===== src/rtl/wdt_pkg.sv =====
// Package: shared constants and types for the APB watchdog timer.
// Assumes a 12-bit byte address space and 32-bit data for the unlock key.
package wdt_pkg;
    localparam int DEF_DATA_W = 32;
    localparam int DEF_ADDR_W = 12;

    localparam logic [11:0] OFS_LOAD  = 12'h000;
    localparam logic [11:0] OFS_VALUE = 12'h004;
    localparam logic [11:0] OFS_CTRL  = 12'h008;
    localparam logic [11:0] OFS_CLR   = 12'h00C;
    localparam logic [11:0] OFS_RAW   = 12'h010;
    localparam logic [11:0] OFS_MSK   = 12'h014;
    localparam logic [11:0] OFS_LOCK  = 12'hC00;

    localparam logic [31:0] UNLOCK_KEY = 32'h1ACCE551;

    // Control register fields: bit 1 reset-request enable, bit 0 run/interrupt enable.
    typedef struct packed {
        logic rst_en;
        logic run;
    } ctrl_t;
endpackage


===== src/rtl/wdt_regs.sv =====
// Module: wdt_regs
// APB write decode and the software-owned registers (reload value, control,
// lock). Produces a one-cycle software reload request for the counter.
// Assumes writes complete in the APB access phase with no wait states.
module wdt_regs
    import wdt_pkg::*;
#(
    parameter int DATA_W = DEF_DATA_W,
    parameter int ADDR_W = DEF_ADDR_W
) (
    input  logic              clk,
    input  logic              rst_n,
    input  logic              psel,
    input  logic              penable,
    input  logic              pwrite,
    input  logic [ADDR_W-1:0] paddr,
    input  logic [DATA_W-1:0] pwdata,
    output logic [DATA_W-1:0] reload_o,
    output ctrl_t             ctrl_o,
    output logic              locked_o,
    output logic              sw_load_o,
    output logic [DATA_W-1:0] sw_val_o,
    output logic              clr_o
);
    localparam logic [DATA_W-1:0] ALL_ONES = '1;
    localparam logic [DATA_W-1:0] KEY      = DATA_W'(UNLOCK_KEY);

    logic wr_access;
    logic wr_open;
    logic hit_load, hit_ctrl, hit_clr, hit_lock;

    // Decode the access phase of a write and its target register.
    always_comb begin
        wr_access = psel & penable & pwrite;
        wr_open   = wr_access & ~locked_o;
        hit_load  = (paddr == ADDR_W'(OFS_LOAD));
        hit_ctrl  = (paddr == ADDR_W'(OFS_CTRL));
        hit_clr   = (paddr == ADDR_W'(OFS_CLR));
        hit_lock  = (paddr == ADDR_W'(OFS_LOCK));
    end

    // Software reload request: a LOAD write takes the new data, INTCLR the stored value.
    always_comb begin
        clr_o     = wr_open & hit_clr;
        sw_load_o = (wr_open & hit_load) | clr_o;
        sw_val_o  = (wr_open & hit_load) ? pwdata : reload_o;
    end

    // Reload value register.
    always_ff @(posedge clk) begin
        if (!rst_n)
            reload_o <= ALL_ONES;
        else if (wr_open && hit_load)
            reload_o <= pwdata;
    end

    // Control register.
    always_ff @(posedge clk) begin
        if (!rst_n)
            ctrl_o <= '0;
        else if (wr_open && hit_ctrl)
            ctrl_o <= ctrl_t'(pwdata[1:0]);
    end

    // Lock state; writable regardless of lock.
    always_ff @(posedge clk) begin
        if (!rst_n)
            locked_o <= 1'b0;
        else if (wr_access && hit_lock)
            locked_o <= (pwdata != KEY);
    end

    // while locked, a LOAD write must leave the reload value unchanged.
    assert_locked_load_R8: assert property (@(posedge clk) disable iff (!rst_n)
        (locked_o && wr_access && hit_load) |=> $stable(reload_o));

    // the lock key always unlocks.
    assert_key_unlocks_R8: assert property (@(posedge clk) disable iff (!rst_n)
        (wr_access && hit_lock && pwdata == KEY) |=> !locked_o);
endmodule


===== src/rtl/wdt_counter.sv =====
// Module: wdt_counter
// The down counter. Decrements per enabled tick, holds at zero for one tick,
// then reloads. A software reload has priority over a tick in the same cycle.
// Assumes tick_i is synchronous to clk and one cycle long per count.
module wdt_counter #(
    parameter int DATA_W = 32
) (
    input  logic              clk,
    input  logic              rst_n,
    input  logic              tick_i,
    input  logic              run_i,
    input  logic              load_i,
    input  logic [DATA_W-1:0] load_val_i,
    input  logic [DATA_W-1:0] reload_i,
    output logic [DATA_W-1:0] count_o,
    output logic              expire_o
);
    localparam logic [DATA_W-1:0] ALL_ONES = '1;
    localparam logic [DATA_W-1:0] ONE      = DATA_W'(1);

    logic             step;
    logic [DATA_W-1:0] next_cnt;

    // Value the counter takes on an applied tick, and the expiry flag.
    always_comb begin
        step     = tick_i & run_i & ~load_i;
        next_cnt = (count_o == '0) ? reload_i : (count_o - ONE);
        expire_o = step & (next_cnt == '0);
    end

    // Count register.
    always_ff @(posedge clk) begin
        if (!rst_n)
            count_o <= ALL_ONES;
        else if (load_i)
            count_o <= load_val_i;
        else if (step)
            count_o <= next_cnt;
    end

    // an applied tick on a nonzero count decrements by one.
    assert_dec_R2: assert property (@(posedge clk) disable iff (!rst_n)
        (tick_i && run_i && !load_i && count_o != '0) |=> count_o == $past(count_o) - ONE);

    // with no tick or counting disabled and no software load, the count holds.
    assert_hold_R2: assert property (@(posedge clk) disable iff (!rst_n)
        (!(tick_i && run_i) && !load_i) |=> $stable(count_o));

    // a tick at zero reloads from the reload value.
    assert_zero_reload_R3: assert property (@(posedge clk) disable iff (!rst_n)
        (tick_i && run_i && !load_i && count_o == '0) |=> count_o == $past(reload_i));

    // a software reload wins over a coincident tick.
    assert_sw_wins_R11: assert property (@(posedge clk) disable iff (!rst_n)
        (load_i && tick_i) |=> count_o == $past(load_val_i));
endmodule


===== src/rtl/wdt_irq.sv =====
// Module: wdt_irq
// Raw interrupt status and the sticky reset request. Raw status sets on an
// expiry and clears on an acknowledge; a second expiry with the status still
// pending requests reset when enabled.
// Assumes expire_i and clear_i are never high together.
module wdt_irq (
    input  logic clk,
    input  logic rst_n,
    input  logic expire_i,
    input  logic clear_i,
    input  logic rst_en_i,
    output logic raw_o,
    output logic rst_req_o
);
    // Raw interrupt status.
    always_ff @(posedge clk) begin
        if (!rst_n)
            raw_o <= 1'b0;
        else if (clear_i)
            raw_o <= 1'b0;
        else if (expire_i)
            raw_o <= 1'b1;
    end

    // Sticky reset request; cleared only by reset.
    always_ff @(posedge clk) begin
        if (!rst_n)
            rst_req_o <= 1'b0;
        else if (expire_i && raw_o && rst_en_i)
            rst_req_o <= 1'b1;
    end

    // raw status stays set until acknowledged.
    assert_raw_sticky_R3: assert property (@(posedge clk) disable iff (!rst_n)
        (raw_o && !clear_i) |=> raw_o);

    // an acknowledge clears the raw status.
    assert_clear_R5: assert property (@(posedge clk) disable iff (!rst_n)
        clear_i |=> !raw_o);

    // the reset request never drops before reset.
    assert_rstreq_sticky_R7: assert property (@(posedge clk) disable iff (!rst_n)
        rst_req_o |=> rst_req_o);

    // the reset request rises only while the interrupt was already pending.
    assert_rstreq_cause_R7: assert property (@(posedge clk) disable iff (!rst_n)
        $rose(rst_req_o) |-> ($past(raw_o) && $past(rst_en_i)));
endmodule


===== src/rtl/apb_wdog_timer.sv =====
// Module: apb_wdog_timer (top)
// APB watchdog countdown timer: register block, counter, interrupt and
// reset-request logic, plus the read-data multiplexer.
// Assumes zero-wait-state APB; prdata is valid during the access phase.
module apb_wdog_timer
    import wdt_pkg::*;
#(
    parameter int DATA_W = DEF_DATA_W,
    parameter int ADDR_W = DEF_ADDR_W
) (
    input  logic              clk,
    input  logic              rst_n,
    input  logic              tick_en,
    input  logic              psel,
    input  logic              penable,
    input  logic              pwrite,
    input  logic [ADDR_W-1:0] paddr,
    input  logic [DATA_W-1:0] pwdata,
    output logic [DATA_W-1:0] prdata,
    output logic              irq_o,
    output logic              rst_req_o
);
    logic [DATA_W-1:0] reload;
    ctrl_t             ctrl;
    logic              locked;
    logic              sw_load;
    logic [DATA_W-1:0] sw_val;
    logic              clr;
    logic [DATA_W-1:0] count;
    logic              expire;
    logic              raw;
    logic              masked;

    wdt_regs #(.DATA_W(DATA_W), .ADDR_W(ADDR_W)) u_regs (
        .clk       (clk),
        .rst_n     (rst_n),
        .psel      (psel),
        .penable   (penable),
        .pwrite    (pwrite),
        .paddr     (paddr),
        .pwdata    (pwdata),
        .reload_o  (reload),
        .ctrl_o    (ctrl),
        .locked_o  (locked),
        .sw_load_o (sw_load),
        .sw_val_o  (sw_val),
        .clr_o     (clr)
    );

    wdt_counter #(.DATA_W(DATA_W)) u_cnt (
        .clk        (clk),
        .rst_n      (rst_n),
        .tick_i     (tick_en),
        .run_i      (ctrl.run),
        .load_i     (sw_load),
        .load_val_i (sw_val),
        .reload_i   (reload),
        .count_o    (count),
        .expire_o   (expire)
    );

    wdt_irq u_irq (
        .clk       (clk),
        .rst_n     (rst_n),
        .expire_i  (expire),
        .clear_i   (clr),
        .rst_en_i  (ctrl.rst_en),
        .raw_o     (raw),
        .rst_req_o (rst_req_o)
    );

    // Masked interrupt drives the output pin.
    always_comb begin
        masked = raw & ctrl.run;
        irq_o  = masked;
    end

    // Read-data multiplexer by address.
    always_comb begin
        prdata = '0;
        if (paddr == ADDR_W'(OFS_LOAD))
            prdata = reload;
        else if (paddr == ADDR_W'(OFS_VALUE))
            prdata = count;
        else if (paddr == ADDR_W'(OFS_CTRL))
            prdata = DATA_W'(ctrl);
        else if (paddr == ADDR_W'(OFS_RAW))
            prdata = DATA_W'(raw);
        else if (paddr == ADDR_W'(OFS_MSK))
            prdata = DATA_W'(masked);
        else if (paddr == ADDR_W'(OFS_LOCK))
            prdata = DATA_W'(locked);
    end

    // the first cycle after reset shows no interrupt and no reset request.
    assert_reset_quiet_R1: assert property (@(posedge clk)
        (!rst_n) |=> (!irq_o && !rst_req_o));
endmodule


===== config.mk =====
export PLATFORM = sky130hd
export DESIGN_NAME = apb_wdog_timer
export DESIGN_NICKNAME = d
export VERILOG_FILES = /design/src/rtl/wdt_pkg.sv /design/src/rtl/wdt_regs.sv /design/src/rtl/wdt_counter.sv /design/src/rtl/wdt_irq.sv /design/src/rtl/apb_wdog_timer.sv
export SDC_FILE = /design/constraint.sdc
export NUM_CORES = 1
export LEC_CHECK = 0
export BUFFER_PORTS_ARGS = -buffer_cell sky130_fd_sc_hd__buf_4
export CORE_ASPECT_RATIO = 1.75
export CORE_MARGIN = 2
export CORE_UTILIZATION = 30
export DETAILED_ROUTE_END_ITERATION = 8
export PLACE_DENSITY = 0.52
export SLEW_MARGIN = 20
export SYNTH_ARGS = -nofsm -noshare
export SYNTH_HDL_FRONTEND = slang
export SYNTH_HIERARCHICAL = 1
export SYNTH_SLANG_ARGS = --single-unit

===== constraint.sdc =====
create_clock -name clk -period 9 [get_ports clk]
set_clock_uncertainty 0.1 [all_clocks]
set_input_delay 1.35 -clock clk [delete_from_list [all_inputs] [get_ports clk]]
set_output_delay 1.35 -clock clk [all_outputs]
set_load 0.05 [all_outputs]

==> run summary, run 1 <==
After floorplanning, the core was divided into 65 placement rows. The tools report the number of global-route vias before repair as 5,366. Headroom to the max-slew limit came out at 33.1%. Synthesis instantiated 69 different standard cells from the library. The area of the mapped netlist is 0.00552 mm². Critical setup path kind: primary input to register. The number of levels in the clock H-tree came out at 3.

84 I/O pins were placed. For the pin with the worst max-slew slack, the measured transition is 1.00 ns. In the final layout, the multi-input gates occupy 0.00375 mm².

The number of nets in the synthesized netlist is 773, and the final-layout setup total negative slack is 0 ns. Setup repair after global routing left no endpoint under its margin. The repair_antennas step left the layout with diodes totalling 0.

The critical-path maximum fanout was 58. The flow ran to the end, and the final reports show no timing, DRC or antenna violations. Buffers inserted during clock tree synthesis total 9. The congestion estimate from routability-driven global placement came to 0.893.

The run gives 1,996 as the fill cell total of the finished layout. After detailed routing, the met2 layer carries 9890 µm of wire. For the critical path required time, the log shows 9.17 ns. On the final layout, the worst hold slack is 0.413 ns.

The tools report the instance count of the mapped netlist as 721. The y dimension of the die came out at 183 µm. The run gives 0 as the count of final setup violators.

Of the cells placed in the final design, the portion with a size suffix greater than 1 is 25.6%. The tools report the kind of end point of the critical path as a register. After clock tree synthesis, the flow added hold-fix buffers numbering 0.

The run gives 69 as the number of sinks driven by the clock tree. The tightest min-delay check is of the register to register type. The tree is rooted in a sky130_fd_sc_hd__clkbuf_16.

Summed over all nets, the half-perimeter wirelength after detailed placement is 13,900 µm. The count of buffers from port buffering was 83; the routed wire length was 18,900 µm. The number of gates resized after cts was 0; the max capacitance violation total was 0.

The wire length on met1 was 7950 µm; the count of yosys warnings during synthesis was 6. Number of vias per cell: 5.49. The final-report hold violation count was 0; the largest net degree at the start of global routing was 73. The library cell used most frequently in the layout, excluding fill and tap cells, is sky130_fd_sc_hd__buf_4.

Predominant post-synthesis flop cell: sky130_fd_sc_hd__dfxtp_1. For this run, the register share of the synthesized area comes to 25.0%. In the final layout, flip-flops and latches occupy 0.00138 mm². For this run the aggregate overflow at the end of global routing stands at 0. The detailed router finished its first iteration with 344 violations. Die width: 107 µm. The first global-routing pass estimated 29,900 µm of wire. After synthesis, the share of flip-flops with an asynchronous set or reset is 0%. The largest individual stage delay along the critical path comes from the cell sky130_fd_sc_hd__or4_1. Dividing the detail-routed wire length by the instance count gives 18.9 µm. Wire segments on met3 add up to 632 µm in the final route. The worst-case IR drop observed on VDD is 79.1 µV. The run gives 0 as the initial antenna violation count.

Buffers added to address setup during post-CTS repair amount to 0. The max-slew violation count was 0. The number of detailed-route iterations in the first pass came out at 5. For the area enclosed by the die boundary, the log shows 0.0196 mm². The power density normalized to cell area is 106 mW/mm². Clock latency on the worst-skew pair, taken at its later pin, is 0.34 ns. For this block, the via count after detailed routing is 5,503.

The most frequent cell on the critical path is sky130_fd_sc_hd__buf_4. A synthesized cell averages 7.66 µm². Counting I/O delays and the setup requirement, the final critical path takes 4.40 ns. The clock passes through at most 2 buffers. The highest layer touched by signal routing is met4. Traced cell by cell, the critical path runs through buf_4 -> nand2b_2 -> buf_4 -> nor3_1 -> or2_1 -> buf_4 -> nor2_1 -> nand4_1 -> nor3_1 -> o21ai_0 -> or4_1 -> nor4_2 -> nor2_1 -> nor3b_2. For the fmax, the log shows 0.227 GHz. TritonCTS built the clock tree. In the final design database the tool counted 817 nets. Across every metal layer, demand over resource in global routing totals 19.6%. After layout, the worst path uses 48.9% of the clock period. STA puts the critical path data arrival time at 4.56 ns. Clock-pin slew was measured on the worst setup and hold paths at 0.06 ns.

Counting flops with a built-in enable in the synthesized netlist gives 0. The growth of design area from synthesis to finish is 16.2%. The starting density of the core was 30.6%; the setup slack of the worst register-to-register path was 5.16 ns. The tools report the number of routed nets with antenna violations as 0. In this run, synthesis produced a sequential element count of 69. In the routed design, unresolved DRC markers number 0.

In the layout the commonest cells are sky130_fd_sc_hd__buf_4 (92), sky130_fd_sc_hd__nor2_1 (89), sky130_fd_sc_hd__nand2_1 (82). The biggest cell delay along the critical path was 0.54 ns. The tools report the sort of element at the start of the critical path as a primary input. The run gives 0.00223 µW as the total leakage power. The region available for standard cell placement spans 0.0181 mm².
==> power by group <==
group | leakage [µW] | internal, µW | switching, µW
clock | 0.000134 | 190 | 135
sequential | 0.000558 | 305 | 0.0382
combinational | 0.00154 | 21.6 | 28.8
total | 0.00223 | 517 | 164
==> worst max-delay path: cells and delay by family <==
| kind | cells | cell delay, ns |
|---|---|---|
| simple gates | 10 | 2.11 |
| buf+inv | 3 | 0.99 |
| compound gates | 1 | 0.09 |
==> logic make-up after synthesis <==
| kind of cell | share of synthesized area, % |
|---|---|
| and+or+nand+nor | 38.8 |
| AOI/OAI and AO/OA | 19.6 |
| DFF | 25.0 |
| buffers and inverters | 7.23 |
| muxes | 6.93 |
| xor gates and xnor gates | 2.06 |
| adders and majority gates | 0.453 |
==> layer usage <==
metal	up-vias	global-route usage (%)
li1	2732	-
met1	2607	23.6
met2	143	35.3
met3	21	2.16
met4	0	7.12
met5	-	0
==> layout make-up <==
type	instances	area share (%)
clock buffer	10	3.72
sequential	69	21.5
clock inverter	5	0.429
multi-input combinational	584	58.5
inverter	9	0.526
tap	234	4.56
timing repair buffer	92	10.8
==> sequential cells by signal, indices dropped and copies added (netlist names) <==
| name | count |
|---|---|
| u_regs/locked_o | 1 |
| u_irq/raw_o | 1 |
| u_regs/reload_o | 32 |
| u_irq/rst_req_o | 1 |
| u_regs/ctrl_o | 2 |
| u_cnt/count_o | 32 |
==> Yosys cell counts, drive strengths merged (3+ instances only) <==
master / instances / area (µm²)
o211ai: 14 / 105
or4: 6 / 45.0
nand4b: 4 / 35.0
mux2i: 36 / 360
a31oi: 5 / 31.3
nor2b: 8 / 50.1
nand2: 83 / 314
inv: 9 / 33.8
xnor2: 11 / 96.3
o21ai: 53 / 374
o31a: 5 / 43.8
o311ai: 6 / 52.6
clkbuf: 35 / 145
and3b: 8 / 70.1
a21oi: 44 / 220
nor2: 90 / 340
buf: 24 / 220
nand2b: 4 / 25.0
a211oi: 7 / 52.6
nand3b: 4 / 30.0
nor3: 20 / 126
and4: 3 / 26.3
o22ai: 11 / 68.8
and3: 3 / 18.8
nor4: 34 / 289
dfxtp: 69 / 1380
nand4: 12 / 87.6
nand3: 77 / 546
a211o: 3 / 26.3
==> worst paths after layout <==
kind | start | to | cells past startpoint
max | paddr[3] | u_irq/raw_o | 14
min | u_regs/ctrl_o[1] | u_regs/ctrl_o[1] | 2
max reg2reg | u_cnt/count_o[15] | u_irq/raw_o | 9
min reg2reg | u_regs/ctrl_o[1] | u_regs/ctrl_o[1] | 2
==> per-stage QoR <==
stage                     worst slack, ns  util, %  total power [µW]  std cells  area (µm²)
after global placement               4.33     34.1               363        988        6150
after global routing                 4.37     35.6               704       1003        6420
after detailed placement             4.26     34.1               363        988        6150
after CTS                            4.63     35.6               690       1003        6420
final                                4.60     35.6               681       1003        6420
after floorplan                      4.27        -               334        721        5520
Power figures use the tool's default switching activity.
==> inputs of run 2 (changes only) <==
PLACE_DENSITY = 0.53   (was 0.52)
clock period = 3.9 ns   (was 9 ns; I/O delays follow)
==> run 2 against run 1 <==
  * Combinational power is 130% higher
  * Cell area is 2.1% higher
  * Register-to-register slack worse by 4.6 ns
  * Non-clock buffer count is 13 higher
  * Count of clock-buffer cells in the layout is 2 higher
  * Hold slack worse by 0.022 ns
  * Routed wire length is 4.2% higher
  * Worst setup slack worse by 4.1 ns
  * Highest routed layer unchanged
==> run summary, run 2 (same netlist as run 1, synthesis figures left out) <==
Counting instances, the worst hold path has a depth of 3. The run finished with clean final reports. The startpoint identified for the worst hold timing path is pwdata[2]. The tools report the final-layout setup total negative slack as 0 ns.

For this configuration, the core starts out at a cell density of 30.6%. The top cell types in the final layout, fill and taps aside, are sky130_fd_sc_hd__buf_4 (103), sky130_fd_sc_hd__nor2_1 (89), sky130_fd_sc_hd__nand2_1 (82). In the finished design, the share of the clock period the worst path needs comes to 85.9%. For the post-place instance area, the log shows 0.00628 mm². The growth of design area from synthesis to finish came out at 18.7%. For the routability congestion estimate from global placement, the log shows 0.908. The endpoint of the most critical register-to-register path is u_irq/raw_o. The tree is rooted in a sky130_fd_sc_hd__clkbuf_16.

The path with the worst hold slack has its endpoint at u_regs/reload_o[2]. The analysis attributes to cell leakage a power of 0.00231 µW. The critical setup path kind was register to register. The number of sinks driven by the clock tree is 69, and the power density normalized to cell area is 250 mW/mm². Setup repair after global routing left no endpoint under its margin. The tools report the summed area of non-filler cells in the final layout as 0.00656 mm².

In this run the remaining antenna-violating nets after routing total 0. The run gives 5,704 as the via count. The tools report the startpoint of the lowest-slack register-to-register path as u_cnt/count_o[20].

After floorplanning, the core was sized to cover 0.0181 mm². Source of the critical timing path: u_cnt/count_o[20]. After detailed routing, the total wire length is 19,700 µm. The clock insertion delay at the later pin of the skew report was 0.35 ns; the number of gates resized after cts was 0. The pin slew with the least headroom to its limit works out to 0.883 ns. The fill cell total of the finished layout was 1,972; the y dimension of the die was 183 µm. The worst path in the final design needs a cycle of 3.35 ns, including I/O delays and setup.

After detailed routing, the number of vias per cell comes to 5.62. Counting cells, the worst reg-to-reg path comes to 9. TritonCTS built the clock tree. For the number of DRC violations after detailed-routing iteration 0, the log shows 389. In the final design database the tool counted 830 nets. The logs give 0 for the final global-route overflow total and 0 for the max capacitance violation total. Row generation in the floorplan step produced 65 rows. Across all register-to-register paths, the minimum setup slack is 0.55 ns. After detailed routing, the average wire length per cell comes to 19.4 µm. The most common library cell in the layout ignoring fill and taps was sky130_fd_sc_hd__buf_4.

The initial antenna violation count came out at 0. Data on the critical path arrives at its endpoint at 3.53 ns. The area enclosed by the die boundary is 0.0196 mm², and the headroom to the max-slew limit is 41.2%. Clock-pin slew was measured on the worst setup and hold paths at 0.06 ns. The critical-path maximum fanout works out to 14. The tools report the number of global-route vias before repair as 5,553.

The max-slew violation count is 0, and the global-route usage over all layers is 20.4%. The number of levels in the clock H-tree is 3. The first global-routing pass estimated 31,200 µm of wire. For the worst setup path, the data required time is 4.08 ns. In this run the worst hold path is classified as primary input to register. Setup violations remaining at the end of the flow were counted as 0. The fraction of final layout cells with drive strength greater than 1 was 26.6%; the fmax was 0.299 GHz.

The count of buffers from port buffering was 83. The number of top-level design ports was 84. Once layout is complete, the utilization of the core stands at 36.3%. STA classifies the critical path startpoint as a register.

After clock tree synthesis, the setup repair step added 0 buffers. The first TritonRoute pass finished after 5 iterations. The run gives 186 µV as the maximum VDD drop. The tools report the final-report hold violation count as 0. The number of diodes was 0; the die width was 107 µm. The largest registers in the layout are u_cnt/count_o x32, u_regs/reload_o x32, u_regs/ctrl_o x2.

The number of hold buffers added after CTS was 0. Counting the buffers created by CTS gives 9. The kind of end point of the critical path was a register. The clock passes through at most 2 buffers. After legalization and detailed placement, the total HPWL measured 14,600 µm.

The run gives 0 as the total DRC errors in the routed layout. Entering global routing, the biggest net connects 58 pins.
## run 2: how the worst max path moves through the flow
stage,slack (ns),to
final,0.55,u_irq/raw_o
after global routing,0.27,u_irq/rst_req_o
after CTS,0.56,u_irq/raw_o
after detailed placement,0.58,u_irq/raw_o
after global placement,0.60,u_irq/rst_req_o
after floorplan,0.70,prdata[6]
## run 2: critical path, cell delays in order (launching register included)
cell,delay (ns)
sky130_fd_sc_hd__dfxtp_1,0.43
sky130_fd_sc_hd__nor3_4,0.29
sky130_fd_sc_hd__nand3_2,0.20
sky130_fd_sc_hd__or4_1,0.87
sky130_fd_sc_hd__nor2_2,0.18
sky130_fd_sc_hd__a21oi_1,0.07
sky130_fd_sc_hd__or4_1,0.52
sky130_fd_sc_hd__nor4_2,0.37
sky130_fd_sc_hd__nor2_1,0.10
sky130_fd_sc_hd__nor3b_2,0.15
## run 2: area by class of cell
type / instances / area [µm²] / share of cell area [%]
Sequential cell: 69 / 1380 / 21.1
Inverter: 9 / 33.8 / 0.515
Clock buffer: 12 / 246 / 3.76
Clock inverter: 2 / 35.0 / 0.534
Timing Repair Buffer: 105 / 813 / 12.4
Tap cell: 234 / 293 / 4.46
Multi-Input combinational cell: 584 / 3750 / 57.3
## run 2: routing by layer
metal	global-route usage, %	up-vias	wire (µm)
met5	0	-	0
met4	8.36	0	685
met3	2.59	34	759
met2	36.6	176	10200
met1	24.1	2730	8080
li1	-	2764	-
## run 2: power by group
| part | internal [µW] | total, µW | switching [µW] |
|---|---|---|---|
| registers | 705 | 705 | 0.0816 |
| logic | 50.9 | 118 | 67.2 |
| clock network | 505 | 819 | 314 |
## run 2: stage by stage
| stage | hold slack (ns) | power (µW) | setup WS [ns] | instances |
|---|---|---|---|---|
| final | 0.390 | 1640 | 0.551 | 1015 |
| after global routing | 0.402 | 1690 | 0.266 | 1015 |
| after CTS | 0.383 | 1660 | 0.558 | 1015 |
| after detailed placement | 0.405 | 840 | 0.581 | 1001 |
| after global placement | 0.400 | 839 | 0.602 | 1001 |
| after floorplan | 0.348 | 772 | 0.697 | 721 |
==> inputs of run 3 (changes only) <==
PLACE_DENSITY = 0.54   (was 0.53)
SYNTH_HIERARCHICAL = not set   (was 1)
==> run 3 against run 2 <==
  * Via count decreased by 11%
  * Hold slack got worse by 0.026 ns
  * First-iteration DRC count increased by 5.9%
  * Critical path depth increased by 1
  * Cell area decreased by 12%
  * Power increased by 7.5%
  * Final cell count decreased by 13%
  * Die area decreased by 16%
  * Global-route usage increased by 0.59 points
  * Non-clock buffer count decreased by 6
  * Highest routed layer unchanged
==> run summary, run 3 <==
The critical path required time was 3.21 ns; the global-route usage over all layers was 21.0%. The worst register-to-register path ends at u_irq.rst_req_o. From bottom edge to top edge, the die measures 168 µm. The run gives 41 as the largest net degree at the start of global routing.

The worst-case IR drop observed on VDD is 185 µV. The power density normalized to cell area came out at 305 mW/mm². The number of cells on the worst reg-to-reg path is 10.

Sort of element at the start of the critical path: a primary input. Number of top-level design ports: 84. The number of hold buffers added after CTS is 0. The end point of the most critical hold path is u_irq.rst_req_o. With fillers left out, the area of the finished cells amounts to 0.00578 mm².

Summing over every cut layer, the via total after detailed routing is 5,079. Number of enable-type register cells in the synthesized netlist: 0. The worst-case clock buffer depth was 2; the number of nets in the layout was 739. The count of standard-cell rows is 60, and the part of the Yosys area used for sequential elements is 29.8%. The worst hold path belongs to the class register to register.

The synthesized design contains 69 register bits. The count of final setup violators came out at 0. The netlist uses 62 different library cells.

The fraction of registers with async set or reset after synthesis came out at 0%. STA classifies the critical path endpoint as a primary output. The logs give 0.00543 mm² for the post-place instance area and 623 for the instance count of the mapped netlist. The final global-route overflow total was 0. Relative to the synthesized area, the layout overhead comes to 24.7%. The startpoint identified for the worst register-to-register timing path is u_cnt.count_o[1]. The library cells used most frequently in the layout, excluding fill and tap cells, are sky130_fd_sc_hd__nand2_1 (106), sky130_fd_sc_hd__buf_4 (99), sky130_fd_sc_hd__dfxtp_1 (69). Counting instances, the worst hold path has a depth of 2. Clock tree synthesis found a total of 69 sinks. The area enclosed by the die boundary was 0.0165 mm²; the max-slew violation count was 0. After clock tree synthesis, the clock-pin slew on the worst setup and hold paths is 0.06 ns. The fraction of final layout cells with drive strength greater than 1 came out at 20.5%. The routability congestion estimate from global placement was 0.922; the area share of the leading cell type in the synthesized netlist was 29.8%. Number of global-route vias before repair: 4,932. The number of nets in the synthesized netlist is 675.

The largest registers in the layout are u_cnt.count_o x32, u_regs.reload_o x32, u_regs.ctrl_o x2. Predominant post-synthesis flop cell: sky130_fd_sc_hd__dfxtp_1. In the routed design, unresolved DRC markers number 0.

By area the synthesized netlist is led by sky130_fd_sc_hd__dfxtp_1 (30%), sky130_fd_sc_hd__nand2_1 (8.6%), sky130_fd_sc_hd__a22o_1 (5.9%), sky130_fd_sc_hd__a21o_1 (5.0%), sky130_fd_sc_hd__a21oi_1 (5.0%). The core region is 0.0152 mm². The final-report hold violation count came out at 0. Across all register-to-register paths, the minimum setup slack is 0.68 ns. Using the TritonRoute via totals, the vias-per-cell ratio works out to 5.78. The initial utilization of the core area, before any placement, comes to 30.4%. By count the netlist is led by sky130_fd_sc_hd__nand2_1 (106), sky130_fd_sc_hd__dfxtp_1 (69), sky130_fd_sc_hd__nor2_1 (55). The tools report the routed wire length as 17,800 µm. Clock tree synthesis selected as its root buffer the cell sky130_fd_sc_hd__clkbuf_16. Number of levels in the clock H-tree: 3.

For the final routed database, the setup TNS stands at 0 ns. Once detailed placement completed, the half-perimeter wirelength came to 13,300 µm. Across the run, the number of max-cap violations was 0.

The number of diodes came out at 0. At the pin with the least slew margin, the transition time is 0.824 ns. The first global-routing pass estimated 27,300 µm of wire.

The worst pin sits at a relative slew slack of 45.1%. In this run the remaining antenna-violating nets after routing total 0. The endpoint arrival time on the critical path came out at 2.71 ns. The run gives 0 as the initial antenna violation count. The logs give 0.364 ns for the final hold slack and 0.294 GHz for the fmax.

The die width came out at 98.0 µm. The post-CTS setup-driven buffer insertion count is 0. The minimum setup slack in the final design is 0.502 ns. Critical setup path kind: primary input to primary output.

The number of clock buffers added by TritonCTS is 9. The tools report the number of detailed-route iterations in the first pass as 5. Along the worst path, the maximum fanout reaches 6.

Dividing the synthesized area by the synthesized cell count gives 7.44 µm². The run finished with clean final reports. TritonCTS built the clock tree.

The worst hold path begins at u_irq.rst_req_o. The most common library cell in the layout ignoring fill and taps was sky130_fd_sc_hd__nand2_1. Dividing the final minimum period by the clock period gives 87.1%.

The mapped netlist covers 0.00463 mm². Most frequently used cell type in the post-synthesis netlist: sky130_fd_sc_hd__nand2_1. After the first detailed-routing iteration, the DRC count stood at 412. Pre-CTS worst setup slack: 0.500 ns. The post-synthesis cell type with the largest combined area is sky130_fd_sc_hd__dfxtp_1.

During placement, the flow inserted port buffers numbering 83. Setup repair after global routing left no endpoint under its margin. The tools report the count of yosys warnings during synthesis as 0. The smallest clock period supported by the final layout is computed as 3.40 ns. Gates resized during post-CTS repair numbered 0. After detailed routing, the average wire length per cell comes to 20.2 µm.

The later pin in the worst-skew pair is clocked with a latency of 0.34 ns. The analysis attributes to cell leakage a power of 0.00221 µW.
-- run 3: cell types whose count changed after synthesis, sizes merged, moves of 7 or more --
cell / change
mux2i: -24
clkbuf: -7
o22ai: -9
o21ai: -19
nand2: +23
a22o: +31
a21o: +31
nor2: -33
nor4: -12
nor3: +11
a221o: +8
nand3: -65
and3b: -8
o211ai: -11
-- run 3: cell type report --
cell class                      count  area [µm²]
Fill cell                        1605        9460
Multi-Input combinational cell    501        3040
Clock buffer                       11         243
Clock inverter                      5         108
Inverter                            7        26.3
Timing Repair Buffer               99         743
Sequential cell                    69        1380
Tap cell                          186         233
-- run 3: how the worst max path moves through the flow --
stage | cells after the start | end | slack (ns) | from
after floorplan | 8 | prdata[0] | 0.22 | paddr[5]
after global placement | 10 | prdata[0] | 0.58 | paddr[5]
after detailed placement | 10 | prdata[0] | 0.50 | paddr[5]
after CTS | 10 | prdata[0] | 0.51 | paddr[5]
after global routing | 10 | prdata[0] | 0.19 | paddr[5]
final | 10 | prdata[0] | 0.50 | paddr[5]
-- run 3: per-stage QoR --
stage               std cells  utilization (%)  total power, µW
finish                    878             37.9             1760
global route              878             37.9             1810
floorplan                 623                -              754
global placement          862             35.6              814
CTS                       878             37.9             1780
detailed placement        862             35.6              814
-- run 3: routing by layer --
metal  share of wire [%]  global-route usage, %  vias to the layer above  wire, µm
met4                 5.3                   11.8                        0       945
met3                 4.9                   2.45                       46       868
met2                  52                   38.1                      206      9250
li1                    -                      -                     2423         -
met5                   0                      0                        -         0
met1                  38                   23.3                     2404      6680
-- run 3: cells by family after synthesis --
family          after synthesis  share of synthesized area (%)
flops                        69                           29.8
compound gates              188                           27.8
simple gates                288                           32.2
xor+xnor                     11                           2.08
fa+ha+maj                     2                          0.540
buf+inv                      53                           4.99
mux                          12                           2.59
-- run 3: critical path, stage by stage --
cell	delay, ns
sky130_fd_sc_hd__buf_4	0.11
sky130_fd_sc_hd__nor3_1	0.32
sky130_fd_sc_hd__nand4_1	0.34
sky130_fd_sc_hd__nor3_2	0.26
sky130_fd_sc_hd__mux2i_1	0.10
sky130_fd_sc_hd__nor3_1	0.21
sky130_fd_sc_hd__o21ba_2	0.17
sky130_fd_sc_hd__a21oi_1	0.05
sky130_fd_sc_hd__a2111oi_2	0.32
sky130_fd_sc_hd__buf_4	0.26
-- run 3: power by group --
| part | internal (µW) | switching (µW) |
|---|---|---|
| Combinational | 44.6 | 48.9 |
| Sequential | 705 | 0.106 |
| Clock | 645 | 321 |
